===== src/rtl/scram_rom_pkg.sv =====
package scram_rom_pkg;
  typedef enum logic [1:0] {
    SEL_BASE = 2'd0,
    SEL_BANK = 2'd1,
    SEL_MASK = 2'd2,
    SEL_NONE = 2'd3
  } reg_sel_e;

  function automatic reg_sel_e decode_sel(input logic [2:0] top3);
    case (top3)
      3'd0:    return SEL_BASE;
      3'd1:    return SEL_BANK;
      3'd2:    return SEL_MASK;
      default: return SEL_NONE;
    endcase
  endfunction

  // header line permutation: swap 0<->6 and 1<->4
  function automatic logic [13:0] hdr_permute(input logic [13:0] a);
    logic [13:0] r;
    r    = a;
    r[0] = a[6];
    r[6] = a[0];
    r[1] = a[4];
    r[4] = a[1];
    return r;
  endfunction
endpackage


===== src/rtl/scram_reg_file.sv =====
module scram_reg_file
  import scram_rom_pkg::*;
#(
  parameter int DATA_W = 8
) (
  input  logic              clk_i,
  input  logic              rst_ni,
  input  logic              wr_i,
  input  logic [15:0]       addr_i,
  input  logic [DATA_W-1:0] wdata_i,
  output logic [DATA_W-1:0] bank_o,
  output logic [DATA_W-1:0] base_o,
  output logic [DATA_W-1:0] mask_o,
  output logic              acc_o
);
  reg_sel_e sel;
  logic [12:0] unused_addr;

  assign sel         = decode_sel(addr_i[15:13]);
  assign unused_addr = addr_i[12:0];

  always_ff @(posedge clk_i or negedge rst_ni) begin
    if (!rst_ni) begin
      bank_o <= DATA_W'(1);
      base_o <= '0;
      mask_o <= '0;
      acc_o  <= 1'b0;
    end else if (wr_i) begin
      case (sel)
        SEL_BANK: begin
          bank_o <= (wdata_i == '0) ? DATA_W'(1) : wdata_i;
          acc_o  <= &wdata_i[5:4];
        end
        SEL_BASE: if (acc_o) base_o <= wdata_i;
        SEL_MASK: if (acc_o) mask_o <= wdata_i;
        default: ;
      endcase
    end
  end
endmodule


===== src/rtl/scram_lock_ctrl.sv =====
module scram_lock_ctrl #(
  parameter bit UNLOCK_ON_READ = 1'b0,
  parameter int LOCK_EDGES     = 31
) (
  input  logic        clk_i,
  input  logic        rst_ni,
  input  logic        a15_i,
  input  logic        rd_i,
  input  logic [15:0] addr_i,
  output logic        locked_o
);
  localparam int CNT_W = $clog2(LOCK_EDGES + 1);

  if (UNLOCK_ON_READ) begin : g_rd
    logic unused_a15;
    assign unused_a15 = a15_i;
    always_ff @(posedge clk_i or negedge rst_ni) begin
      if (!rst_ni)                           locked_o <= 1'b1;
      else if (rd_i && addr_i == 16'h0133)   locked_o <= 1'b0;
    end
  end else begin : g_edge
    logic             a15_q;
    logic [CNT_W-1:0] cnt_q;
    logic             rise;
    logic [16:0]      unused_rd;

    assign unused_rd = {rd_i, addr_i};
    assign rise      = a15_i & ~a15_q;

    always_ff @(posedge clk_i or negedge rst_ni) begin
      if (!rst_ni) begin
        a15_q    <= 1'b0;
        cnt_q    <= '0;
        locked_o <= 1'b1;
      end else begin
        a15_q <= a15_i;
        if (rise && locked_o) begin
          cnt_q <= cnt_q + 1'b1;
          if (cnt_q == CNT_W'(LOCK_EDGES - 1)) locked_o <= 1'b0;
        end
      end
    end
  end
endmodule


===== src/rtl/scram_addr_map.sv =====
module scram_addr_map
  import scram_rom_pkg::*;
#(
  parameter int DATA_W  = 8,
  parameter int BANK_AW = 6,
  parameter int ROM_AW  = BANK_AW + 14
) (
  input  logic [15:0]       addr_i,
  input  logic              rd_i,
  input  logic              locked_i,
  input  logic [DATA_W-1:0] bank_i,
  input  logic [DATA_W-1:0] base_i,
  input  logic [DATA_W-1:0] mask_i,
  output logic [ROM_AW-1:0] rom_addr_o,
  output logic              rom_oe_o,
  output logic              ff_o
);
  logic [13:0]       low_off;
  logic [DATA_W-1:0] merged;

  always_comb begin
    low_off = (addr_i[15:8] == 8'h01) ? hdr_permute(addr_i[13:0]) : addr_i[13:0];
    if (locked_i) low_off[7] = 1'b1;
    merged = (bank_i & ~mask_i) | (mask_i & base_i);
    if (addr_i[14]) rom_addr_o = {merged[BANK_AW-1:0], addr_i[13:0]};
    else            rom_addr_o = {base_i[BANK_AW-1:0], low_off};
  end

  assign rom_oe_o = rd_i & ~addr_i[15];
  assign ff_o     = rd_i &  addr_i[15];
endmodule


===== src/rtl/scram_rom_ctrl.sv =====
module scram_rom_ctrl #(
  parameter int ROM_BANKS      = 64,
  parameter bit UNLOCK_ON_READ = 1'b0,
  parameter int LOCK_EDGES     = 31,
  localparam int DATA_W        = 8,
  localparam int BANK_AW       = $clog2(ROM_BANKS),
  localparam int ROM_AW        = BANK_AW + 14
) (
  input  logic              clk_i,
  input  logic              rst_ni,
  input  logic [15:0]       addr_i,
  input  logic              wr_i,
  input  logic [7:0]        wdata_i,
  input  logic              rd_i,
  input  logic              a15_i,
  output logic [ROM_AW-1:0] rom_addr_o,
  output logic              rom_oe_o,
  output logic              ff_o
);
  logic [DATA_W-1:0] bank_q, base_q, mask_q;
  logic              acc_q, locked_q;

  scram_reg_file #(.DATA_W(DATA_W)) u_regs (
    .clk_i, .rst_ni, .wr_i, .addr_i, .wdata_i,
    .bank_o(bank_q), .base_o(base_q), .mask_o(mask_q), .acc_o(acc_q)
  );

  scram_lock_ctrl #(.UNLOCK_ON_READ(UNLOCK_ON_READ), .LOCK_EDGES(LOCK_EDGES)) u_lock (
    .clk_i, .rst_ni, .a15_i, .rd_i, .addr_i, .locked_o(locked_q)
  );

  scram_addr_map #(.DATA_W(DATA_W), .BANK_AW(BANK_AW), .ROM_AW(ROM_AW)) u_map (
    .addr_i, .rd_i, .locked_i(locked_q),
    .bank_i(bank_q), .base_i(base_q), .mask_i(mask_q),
    .rom_addr_o, .rom_oe_o, .ff_o
  );
endmodule


===== config.mk =====
export PLATFORM = sky130hd
export DESIGN_NAME = scram_rom_ctrl
export DESIGN_NICKNAME = d
export VERILOG_FILES = /design/src/rtl/scram_rom_pkg.sv /design/src/rtl/scram_reg_file.sv /design/src/rtl/scram_lock_ctrl.sv /design/src/rtl/scram_addr_map.sv /design/src/rtl/scram_rom_ctrl.sv
export SDC_FILE = /design/constraint.sdc
export NUM_CORES = 1
export LEC_CHECK = 0
export ABC_AREA = 1
export BUFFER_PORTS_ARGS = -buffer_cell sky130_fd_sc_hd__clkbuf_2
export CORE_AREA = 5 5 63 65
export DETAILED_ROUTE_END_ITERATION = 7
export DIE_AREA = 0 0 68 70
export PLACE_DENSITY = 0.77
export SYNTH_ARGS = -nofsm -noshare
export SYNTH_HDL_FRONTEND = slang
export SYNTH_SLANG_ARGS = --single-unit
export TNS_END_PERCENT = 5

===== constraint.sdc =====
create_clock -name clk_i -period 1.22 [get_ports clk_i]
set_input_delay 0.061 -clock clk_i [delete_from_list [all_inputs] [get_ports clk_i]]
set_output_delay 0.061 -clock clk_i [all_outputs]
set_load 0.1 [all_outputs]

==> results of run 1 <==
-- stage by stage --
stage / power (mW) / setup WS, ns
floorplan: 2.63 / -0.180
global placement: 3.13 / 0.105
detailed placement: 3.18 / 0.0661
CTS: 3.87 / -0.0843
global route: 4.16 / -0.165
finish: 3.93 / -0.0744
-- final cells by class --
cell class              instances  area [µm²]
fillers                       264        1110
clock inverters                 1        30.0
inverters                      38         160
multi-input cells             117         719
repair buffers                 59         536
flip-flops and latches         26         653
well taps                      46        57.6
clock buffers                   3        22.5
-- report_power, final --
| group | internal, mW | total, mW | switching (mW) |
|---|---|---|---|
| Clock | 0.332 | 0.599 | 0.267 |
| Sequential | 1.12 | 1.30 | 0.184 |
| Combinational | 0.751 | 2.03 | 1.28 |
| Total | 2.20 | 3.93 | 1.73 |
-- critical path, stage by stage, from the launching register on --
cell      delay (ns)
dfstp_2         0.56
inv_2           0.05
o21bai_4        0.12
buf_12          0.19
-- state kept, by name, indices dropped and copies added (netlist names) --
signal / count
u_regs.mask_o: 6
u_regs.base_o: 6
u_regs.acc_o: 1
u_regs.bank_o: 6
u_lock.g_edge.cnt_q: 5
u_lock.locked_o: 1
u_lock.g_edge.a15_q: 1
-- logic make-up (layout without fill, tap and decap cells) --
group                      Yosys count  in the layout  share of synthesized area [%]
and+or+nand+nor                     84             84                           27.5
AOI/OAI and AO/OA                   28             28                           11.6
buffers and inverters               50            101                           16.7
xor gates and xnor gates             3              3                           1.65
adders and majority gates            2              2                           1.57
DFF                                 26             26                           41.1
-- synthesized netlist by cell type (3+ instances only) --
cell type / n
nor2_4: 4
o21ai_0: 9
dfrtp_1: 24
nand2_2: 10
nor2_1: 13
inv_1: 34
nand2_1: 43
nand3_1: 7
o21ai_2: 11
o21ai_1: 5
buf_4: 9
nand2_4: 3
-- what timing repair did --
item	CTS	global route
hold buffers	8	0
setup buffers	1	2
pin swaps	1	1
endpoints found under the setup margin	7	11
hold endpoints to repair	35	0
gates resized for setup	17	10
-- metal layers --
metal  part of all wire, %  vias to the layer above  track usage [%]
met5                     0                        -                0
li1                      -                      680                -
met2                    50                       45             25.9
met3                   7.2                        8             2.72
met1                    41                      602             17.7
met4                   2.0                        0             5.96
-- path summary, 6_finish.rpt --
path | startpoint | end | slack (ns) | cells after the start
worst max-delay path | u_lock.locked_o$_DFFE_PN1P_ | rom_addr_o[7] | -0.07 | 3
worst min register to register | u_lock.locked_o$_DFFE_PN1P_ | u_lock.locked_o$_DFFE_PN1P_ | 0.49 | 2
max in group asynchronous | rst_ni | u_lock.locked_o$_DFFE_PN1P_ | 0.67 | 3
worst min-delay path | wdata_i[6] | u_regs.bank_o[0]$_DFFE_PN1P_ | 0.04 | 6
worst max register to register | u_lock.locked_o$_DFFE_PN1P_ | u_lock.g_edge.cnt_q[0]$_DFFE_PN0P_ | 0.08 | 4
min in group asynchronous | rst_ni | u_regs.base_o[0]$_DFFE_PN0P_ | 0.24 | 3
-- placed cells by master (no fill, tap or decap), types with 3 or more instances in the layout --
cell / n
nand2_4: 3
nand2_2: 17
clkbuf_2: 31
nand3_1: 7
nor2_4: 5
dlygate4sd3_1: 8
buf_12: 12
inv_2: 10
o21ai_0: 3
buf_4: 8
nand2_1: 36
inv_1: 25
nor2_1: 12
clkbuf_4: 3
o21ai_1: 8
o21ai_2: 14
dfrtp_1: 24
==> metrics, run 1 <==
post-layout util=66.3%; critical path peak fanout=2; width of the chip=68 µm; area grow syn2layout=37.0%; mapped cell area=1590 µm²; syn nets=224; Clk Latency, worst-skew pair=0.33 ns; post-synthesis register bit count=26; initial antenna violation count=0; Final WS setup=-0.0744 ns; via density per instance=4.60; clk buf depth=2; Worst-path clk slew=0.15 ns; layout cells sized above 1=46.3%; Final GP Congestion=0.800; Rows=21; final net count=276; setup TNS=-0.427 ns; VDD IR max=1290 µV; top cells by area, synth=dfrtp_1, nand2_1, inv_1; number of placed I/O pins=51; post-synthesis async set-or-reset flop share=100%; Starting Density=48.4%; via count=1335; Arr. time, crit path=1.23 ns; pwr dens=1810 nW/µm²; WL final=3.23 mm; drt first pass iters=4; Yosys cell types=28; dpl hpwl=2.38 mm; outcome=finished, violations left; H-tree depth=1; Antenna Cells=0; Max Cap Viol=0; WL per Instance=11.1 µm; Seq/Total Area, Yosys=41.1%; worst endpoint required time=1.16 ns; antenna viol nets, final=0; final setup violating endpoints=7; TritonCTS clock tree=built; cts bufs inserted=3; failing checks=setup timing; final hold violation count=0; DRC=0; HP Class=input port to flip-flop; Most used DFF post-synth=dfrtp_1; Clock Sinks=26; leakage power=1.16 nW; first-pass GRT wire length=5.53 mm; Highest Clock Rate=773 MHz; core area=3280 µm²; vias in the first global route=1330; Synth Instances=193; Initial DRC Count=21; Mean Syn Cell Area=8.24 µm²; area of the die=4760 µm²; slew margin rel.=64.0%; WHS=0.0358 ns; fin crit share=106%; fin. max-slew vios=0; placed cell count=275; I/O Buffers=44; Critical Path Start Type=flip-flop; largest net degree at the start of global routing=27; Final Instance Area=2180 µm²; RSZ-0062 raised after global routing=true; Die Height=70 µm; Worst-Margin Slew=0.543 ns; Critical Path Sink Type=primary output; Post-synth EDFFs=0; GRT Util Overall=15.0%; root buffer cell=clkbuf_4; Congestion Overflow GR=0; final worst path period need=1.29 ns; Yosys Warn Count=0; critical path class=flip-flop to primary output; non-filler cells in the finished layout=290; Placed Area=1990 µm²; area leader, netlist=dfrtp_1; share of the synthesized area in the top cell type=37.8%; Max Clock Skew=0.0138 ns
No activity file was read; power rests on OpenSTA's default activity.
==> run 2: changes to the inputs <==
Settings changed: RECOVER_POWER from default to 50.
==> run 2 against run 1 <==
The flow still finishes with violations (setup timing). Clock skew is 0.0012 ns higher. Flip-flop and latch count unchanged. Clock power is essentially flat. Sequential power about the same. Global-route usage is the same. Cell count is the same. Critical path depth up 3. Combinational power barely moved. Critical endpoint is now rom_addr_o[17].
==> metrics, run 2 (synthesis results as in run 1) <==
clk buf depth=2 (unchanged); Clock Sinks=26 (unchanged); Sw Pwr=1.73 mW (about the same); pwr dens=1810 nW/µm² (+0.17%); VDD IR max=1290 µV (about the same); Arr. time, crit path=1.23 ns (about the same); Final WS setup=-0.0746 ns (-0.000245 ns); width of the chip=68 µm (unchanged); post-layout util=66.2% (-0.15 points); layout cells sized above 1=45.5% (-0.82 points); final worst path period need=1.29 ns (+0.000245 ns); Worst-Margin Slew=0.646 ns (+0.104 ns); antenna viol nets, final=0 (unchanged); Antenna Cells=0 (unchanged); Critical Path Sink Type=primary output; drt first pass iters=4 (unchanged); root buffer cell=clkbuf_4; final setup violating endpoints=7 (unchanged); via count=1341 (+0.45%); initial antenna violation count=0 (unchanged); WL per Instance=11.1 µm (-0.15%); worst endpoint required time=1.16 ns (about the same); slew margin rel.=56.9% (-7.1 points); most frequent cells in the layout=nand2_1, clkbuf_2, inv_1; Rows=21 (unchanged); I/O Buffers=44 (unchanged); GRT Util Overall=15.0% (unchanged); Clk Latency, worst-skew pair=0.33 ns (about the same); Congestion Overflow GR=0 (unchanged); WL final=3.22 mm (-0.15%); number of placed I/O pins=51 (unchanged); sequential share of power=33.2% (about the same); leakage power=1.15 nW (-0.57%); total power=3.93 mW (about the same); Die Height=70 µm (unchanged); HP Class=input port to flip-flop; Final Instance Area=2170 µm² (-0.23%); Highest Clock Rate=772 MHz (about the same); Placed Area=1990 µm² (unchanged); Initial DRC Count=22 (+4.8%); dpl hpwl=2.38 mm (unchanged); area grow syn2layout=36.7%; critical path peak fanout=2 (unchanged); critical path class=flip-flop to primary output; P_int=2.20 mW (-0.10%); H-tree depth=1 (unchanged); area of the die=4760 µm² (unchanged); Max Clock Skew=0.0150 ns (+0.00119 ns); vias in the first global route=1330 (unchanged); cts bufs inserted=3 (unchanged); final hold violation count=0 (unchanged); Clk pwr share=15.2% (about the same); fin crit share=106% (about the same); Critical Path Start Type=flip-flop; Max Cap Viol=0 (unchanged); via density per instance=4.62 (+0.45%); final net count=276 (unchanged); Gate power share=51.6% (about the same); fin. max-slew vios=0 (unchanged); switching fraction of total power=44.0% (about the same); TritonCTS clock tree=built; Final GP Congestion=0.800 (unchanged); r2r worst-path depth=4 (unchanged); core area=3280 µm² (unchanged); largest registers=u_regs.bank_o x6, u_regs.base_o x6, u_regs.mask_o x6; Worst-path clk slew=0.15 ns (about the same); Hold Crit Depth=6 (unchanged); non-filler cells in the finished layout=290 (unchanged); placed cell count=275 (unchanged); first-pass GRT wire length=5.53 mm (unchanged); commonest non-fill, non-tap cell in the layout=nand2_1; failing checks=setup timing; RSZ-0062 raised after global routing=true; outcome=finished, violations left; DRC=0 (unchanged); pre-CTS WS=0.0661 ns (unchanged); largest net degree at the start of global routing=27 (unchanged); Starting Density=48.4% (unchanged)
run 2: cell types whose count changed in the layout (fill, tap and decap cells not counted):
cell      delta
o21ai_0      +1
clkbuf_2     -1
buf_4        -1
clkbuf_1     +2
o21ai_1      -1
run 2: through the flow:
stage / setup TNS (ns) / hold WS, ns
2_1_floorplan: -0.329 / -0.235
3_3_place_gp: 0 / 0.0678
3_5_place_dp: 0 / 0.0730
4_1_cts: -0.540 / 0.0381
5_1_grt: -0.982 / 0.0840
6_report: -0.430 / 0.0350
run 2: final timing paths:
check	slack [ns]	start	endpoint
worst min register to register	0.49	u_lock.locked_o$_DFFE_PN1P_	u_lock.locked_o$_DFFE_PN1P_
worst max-delay path	-0.07	u_regs.mask_o[3]$_DFFE_PN0P_	rom_addr_o[17]
worst max register to register	0.08	u_lock.locked_o$_DFFE_PN1P_	u_lock.g_edge.cnt_q[0]$_DFFE_PN0P_
worst min-delay path	0.04	wdata_i[6]	u_regs.bank_o[0]$_DFFE_PN1P_
max in group asynchronous	0.44	rst_ni	u_lock.g_edge.cnt_q[4]$_DFFE_PN0P_
min in group asynchronous	0.35	rst_ni	u_regs.base_o[0]$_DFFE_PN0P_
run 2: power by group through the flow:
| stage | registers (mW) | clock network [mW] | logic (mW) |
|---|---|---|---|
| 2_1_floorplan | 1.26 | 0 | 1.37 |
| 3_3_place_gp | 1.28 | 0 | 1.85 |
| 3_5_place_dp | 1.29 | 0 | 1.89 |
| 4_1_cts | 1.30 | 0.604 | 1.96 |
| 5_1_grt | 1.34 | 0.645 | 2.17 |
| 6_report | 1.30 | 0.599 | 2.03 |
run 2: final cells by class:
class | instances | area (µm²)
clock buffer | 3 | 22.5
inverter | 38 | 160
tap | 46 | 57.6
sequential | 26 | 653
clock inverter | 1 | 30.0
multi-input combinational | 117 | 719
fill | 267 | 1110
timing repair buffer | 59 | 531
run 2: worst max-delay path: stages (launching register included):
cell     delay, ns
dfrtp_1       0.41
inv_2         0.07
nand2_2       0.05
nand2_1       0.05
o21ai_1       0.06
inv_1         0.09
buf_12        0.18
run 2: layer usage:
| metal | wire, µm | GRT usage, % |
|---|---|---|
| met5 | 0 | 0 |
| met4 | 67 | 5.96 |
| met3 | 233 | 2.72 |
| met2 | 1610 | 25.9 |
| met1 | 1310 | 17.7 |
run 2: what timing repair did:
item	CTS	global route
gates resized for setup	17	10
endpoints found under the setup margin	7	11
setup buffers	1	2
cloned	0	0
hold buffers	8	0
pin swaps	1	1
hold endpoints to repair	35	0
==> run 3: changes to the inputs <==
Settings changed: ABC_AREA 1 to default, CORE_AREA 5 5 63 65 to 5 5 60 62, DIE_AREA 0 0 68 70 to 0 0 65 67, PLACE_DENSITY 0.77 to 0.76.
==> run 3 against run 2 <==
Global-route usage shrank 0.051 points. The flow still finishes with violations (setup timing). Fmax down 3.9%. Combinational power shrank 32%. Largest cell class is now sequential cells. Non-clock buffer count shrank 5. Die area is 8.5% lower. Setup slack worse by 0.053 ns. Worst hold slack improved by 0.0028 ns. Via count is 24% lower. Synthesized cell count fell by 42%. Critical path depth decreased by 3. First-iteration DRC count increased by 18%.
==> metrics, run 3 <==
Clk Latency, worst-skew pair=0.30 ns (-0.03 ns); non-filler cells in the finished layout=191 (-34%); Placed Area=1740 µm² (-13%); cts bufs inserted=3 (unchanged); area of the die=4360 µm² (-8.5%); commonest non-fill, non-tap cell in the layout=clkbuf_2; Rows=20 (-4.8%); initial antenna violation count=0 (unchanged); Final Instance Area=1840 µm² (-16%); Yosys cell types=29 (+3.6%); VDD IR max=889 µV (-31%); Antenna Cells=0 (unchanged); most numerous cell in the Yosys netlist=dfrtp_1; crit-path cells=nand3b_4 -> or3_4 -> mux2_4; cell depth of the worst setup path=3 (-3); Highest Clock Rate=742 MHz (-3.9%); area grow syn2layout=35.2%; final hold violation count=0 (unchanged); root buffer cell=clkbuf_4; critical path class=flip-flop to flip-flop; Seq/Total Area, Yosys=48.1% (+7.0 points); RSZ-0062 raised after global routing=true; Final WS setup=-0.127 ns (-0.0525 ns); Mean Syn Cell Area=12.1 µm² (+47%); GRT Util Overall=14.9% (-0.051 points); Critical Path Sink Type=flip-flop; critical path peak fanout=6 (+4); Starting Density=45.6% (-2.8 points); top cells by area, synth=dfrtp_1, mux2_2, mux2_4; most frequent cells in the layout=clkbuf_2, dfrtp_1, mux2_2, buf_12, mux2_4; post-synthesis register bit count=26 (unchanged); Arr. time, crit path=1.55 ns (+0.32 ns); drt first pass iters=4 (unchanged); mapped cell area=1360 µm² (-15%); number of placed I/O pins=51 (unchanged); clk buf depth=2 (unchanged); placed cell count=182 (-34%); CP max stage delay=0.41 ns (about the same); Worst-path clk slew=0.12 ns (-0.03 ns); Congestion Overflow GR=0 (unchanged); first-pass GRT wire length=5.04 mm (-8.8%); Final GP Congestion=0.847 (+5.9%); WL final=2.98 mm (-7.4%); fin crit share=110% (+4.3 points); Worst-Margin Slew=0.612 ns (-0.0347 ns); antenna viol nets, final=0 (unchanged); H-tree depth=1 (unchanged); via count=1016 (-24%); pwr dens=1560 nW/µm² (-14%); Initial DRC Count=26 (+18%); dpl hpwl=2.38 mm (-0.19%); syn nets=143 (-36%); TritonCTS clock tree=built; Clock Sinks=26 (unchanged); WL per Instance=15.6 µm (+41%); Synth Instances=112 (-42%); Most used DFF post-synth=dfrtp_1; via density per instance=5.32 (+15%); Bufs and invs on worst path=0 (-3); HP Class=input port to flip-flop; worst endpoint required time=1.42 ns (+0.26 ns); I/O Buffers=44 (unchanged); HP Start=wdata_i[2]; largest net degree at the start of global routing=27 (unchanged); largest registers=u_regs.bank_o x6, u_regs.base_o x6, u_regs.mask_o x6; Max Clock Skew=0.00281 ns (-0.0122 ns); r2r worst-path depth=3 (-1); layout cells sized above 1=50.6% (+5.1 points); Hold Crit Depth=2 (-4); DRC=0 (unchanged); total power=2.86 mW (-27%); vias in the first global route=1177 (-12%); Crit path max-delay family=simple AND/OR/NAND/NOR gates; Critical Path Start Type=flip-flop; top cells by count, synth=dfrtp_1, mux2_2, buf_4; worst hold path endpoint=u_regs.base_o[2]$_DFFE_PN0P_; final setup violating endpoints=21 (+14); core area=2980 µm² (-9.3%); area leader, netlist=dfrtp_1; final worst path period need=1.35 ns (+0.0525 ns); final net count=190 (-31%); Worst path slowest cell=dfrtp_1; fin. max-slew vios=0 (unchanged); share of the synthesized area in the top cell type=44.2% (+6.5 points); leakage power=0.883 nW (-23%); Max Cap Viol=0 (unchanged); flop2flop setup slack=-0.13 ns (-0.21 ns); slew margin rel.=59.2% (+2.3 points); width of the chip=65 µm (-4.4%); failing checks=setup timing; reg-to-reg startpoint=u_regs.acc_o$_DFFE_PN0P_; Die Height=67 µm (-4.3%); outcome=finished, violations left; Yosys Warn Count=0 (unchanged); pre-CTS WS=-0.245 ns (-0.311 ns); r2r endpoint=u_regs.base_o[5]$_DFFE_PN0P_; post-synthesis async set-or-reset flop share=100% (unchanged); Post-synth EDFFs=0 (unchanged)
-- run 3: changes by cell type in the layout (fill, tap and decap cells not counted), sizes merged, moves of 3 or more --
| cell | previous run | this run |
|---|---|---|
| inv | 36 | 3 |
| o21ai | 25 | 8 |
| xnor2 | 1 | 4 |
| nor2 | 18 | 1 |
| mux2 | 0 | 21 |
| dlygate4sd3 | 8 | 4 |
| nand2 | 56 | 9 |
| nand3b | 1 | 8 |
| nand3 | 8 | 1 |
-- run 3: layer usage --
metal  part of all wire, %  track usage, %
met3                   5.8            4.05
met1                    37            14.6
met4                   1.1            5.01
met2                    56            29.6
met5                     0               0
-- run 3: final cells by class --
class,instances,area (µm²)
Fill cell,239,1140
Sequential cell,26,653
Multi-Input combinational cell,71,637
Timing Repair Buffer,54,467
Tap cell,33,41.3
Clock buffer,4,26.3
Inverter,3,11.3
-- run 3: worst reg2reg max path, delay by kind of cell (launching register included) --
kind             cells  cell delay [ns]
flip-flops           1             0.41
multiplexers         1             0.32
AND/OR/NAND/NOR      2             0.51
-- run 3: how the worst max path moves through the flow --
| stage | from | end | slack [ns] |
|---|---|---|---|
| 6_report | u_regs.acc_o$_DFFE_PN0P_ | u_regs.base_o[5]$_DFFE_PN0P_ | -0.13 |
| 5_1_grt | u_regs.acc_o$_DFFE_PN0P_ | u_regs.base_o[2]$_DFFE_PN0P_ | -0.16 |
| 4_1_cts | u_regs.acc_o$_DFFE_PN0P_ | u_regs.base_o[5]$_DFFE_PN0P_ | -0.13 |
| 3_5_place_dp | u_regs.acc_o$_DFFE_PN0P_ | u_regs.base_o[5]$_DFFE_PN0P_ | -0.25 |
| 3_3_place_gp | u_regs.acc_o$_DFFE_PN0P_ | u_regs.base_o[0]$_DFFE_PN0P_ | -0.19 |
| 2_1_floorplan | u_regs.acc_o$_DFFE_PN0P_ | u_regs.base_o[0]$_DFFE_PN0P_ | -0.11 |
-- run 3: through the flow --
step                util, %  TNS (ns)  hold slack (ns)
global placement       58.3     -1.29           0.0906
detailed placement     58.3     -1.81            0.101
CTS                    61.1     -1.32          0.00548
global route           61.6     -2.81           0.0149
finish                 61.6     -1.06           0.0378
floorplan                 -    -0.951           -0.235
-- run 3: what timing repair did --
item	4_1_cts	5_1_grt
setup buffers	1	0
endpoints found under the setup margin	25	25
gates resized for setup	12	3
pin swaps	2	3
hold buffers	2	2
endpoints found under the hold margin	25	2
-- run 3: kinds of logic (layout without fill, tap and decap cells) --
family	after synthesis	after routing	synth area share, %
xor+xnor	4	4	2.58
fa+ha+maj	2	2	1.84
buf+inv	15	61	7.56
flops	26	26	48.1
compound gates	12	12	4.79
mux	21	21	19.1
simple gates	32	32	16.0
-- run 3: report_power, final --
group | internal [mW] | switching (mW) | total [mW]
clock network | 0.127 | 0.220 | 0.347
registers | 1.02 | 0.101 | 1.12
logic | 0.545 | 0.842 | 1.39
total | 1.69 | 1.16 | 2.86
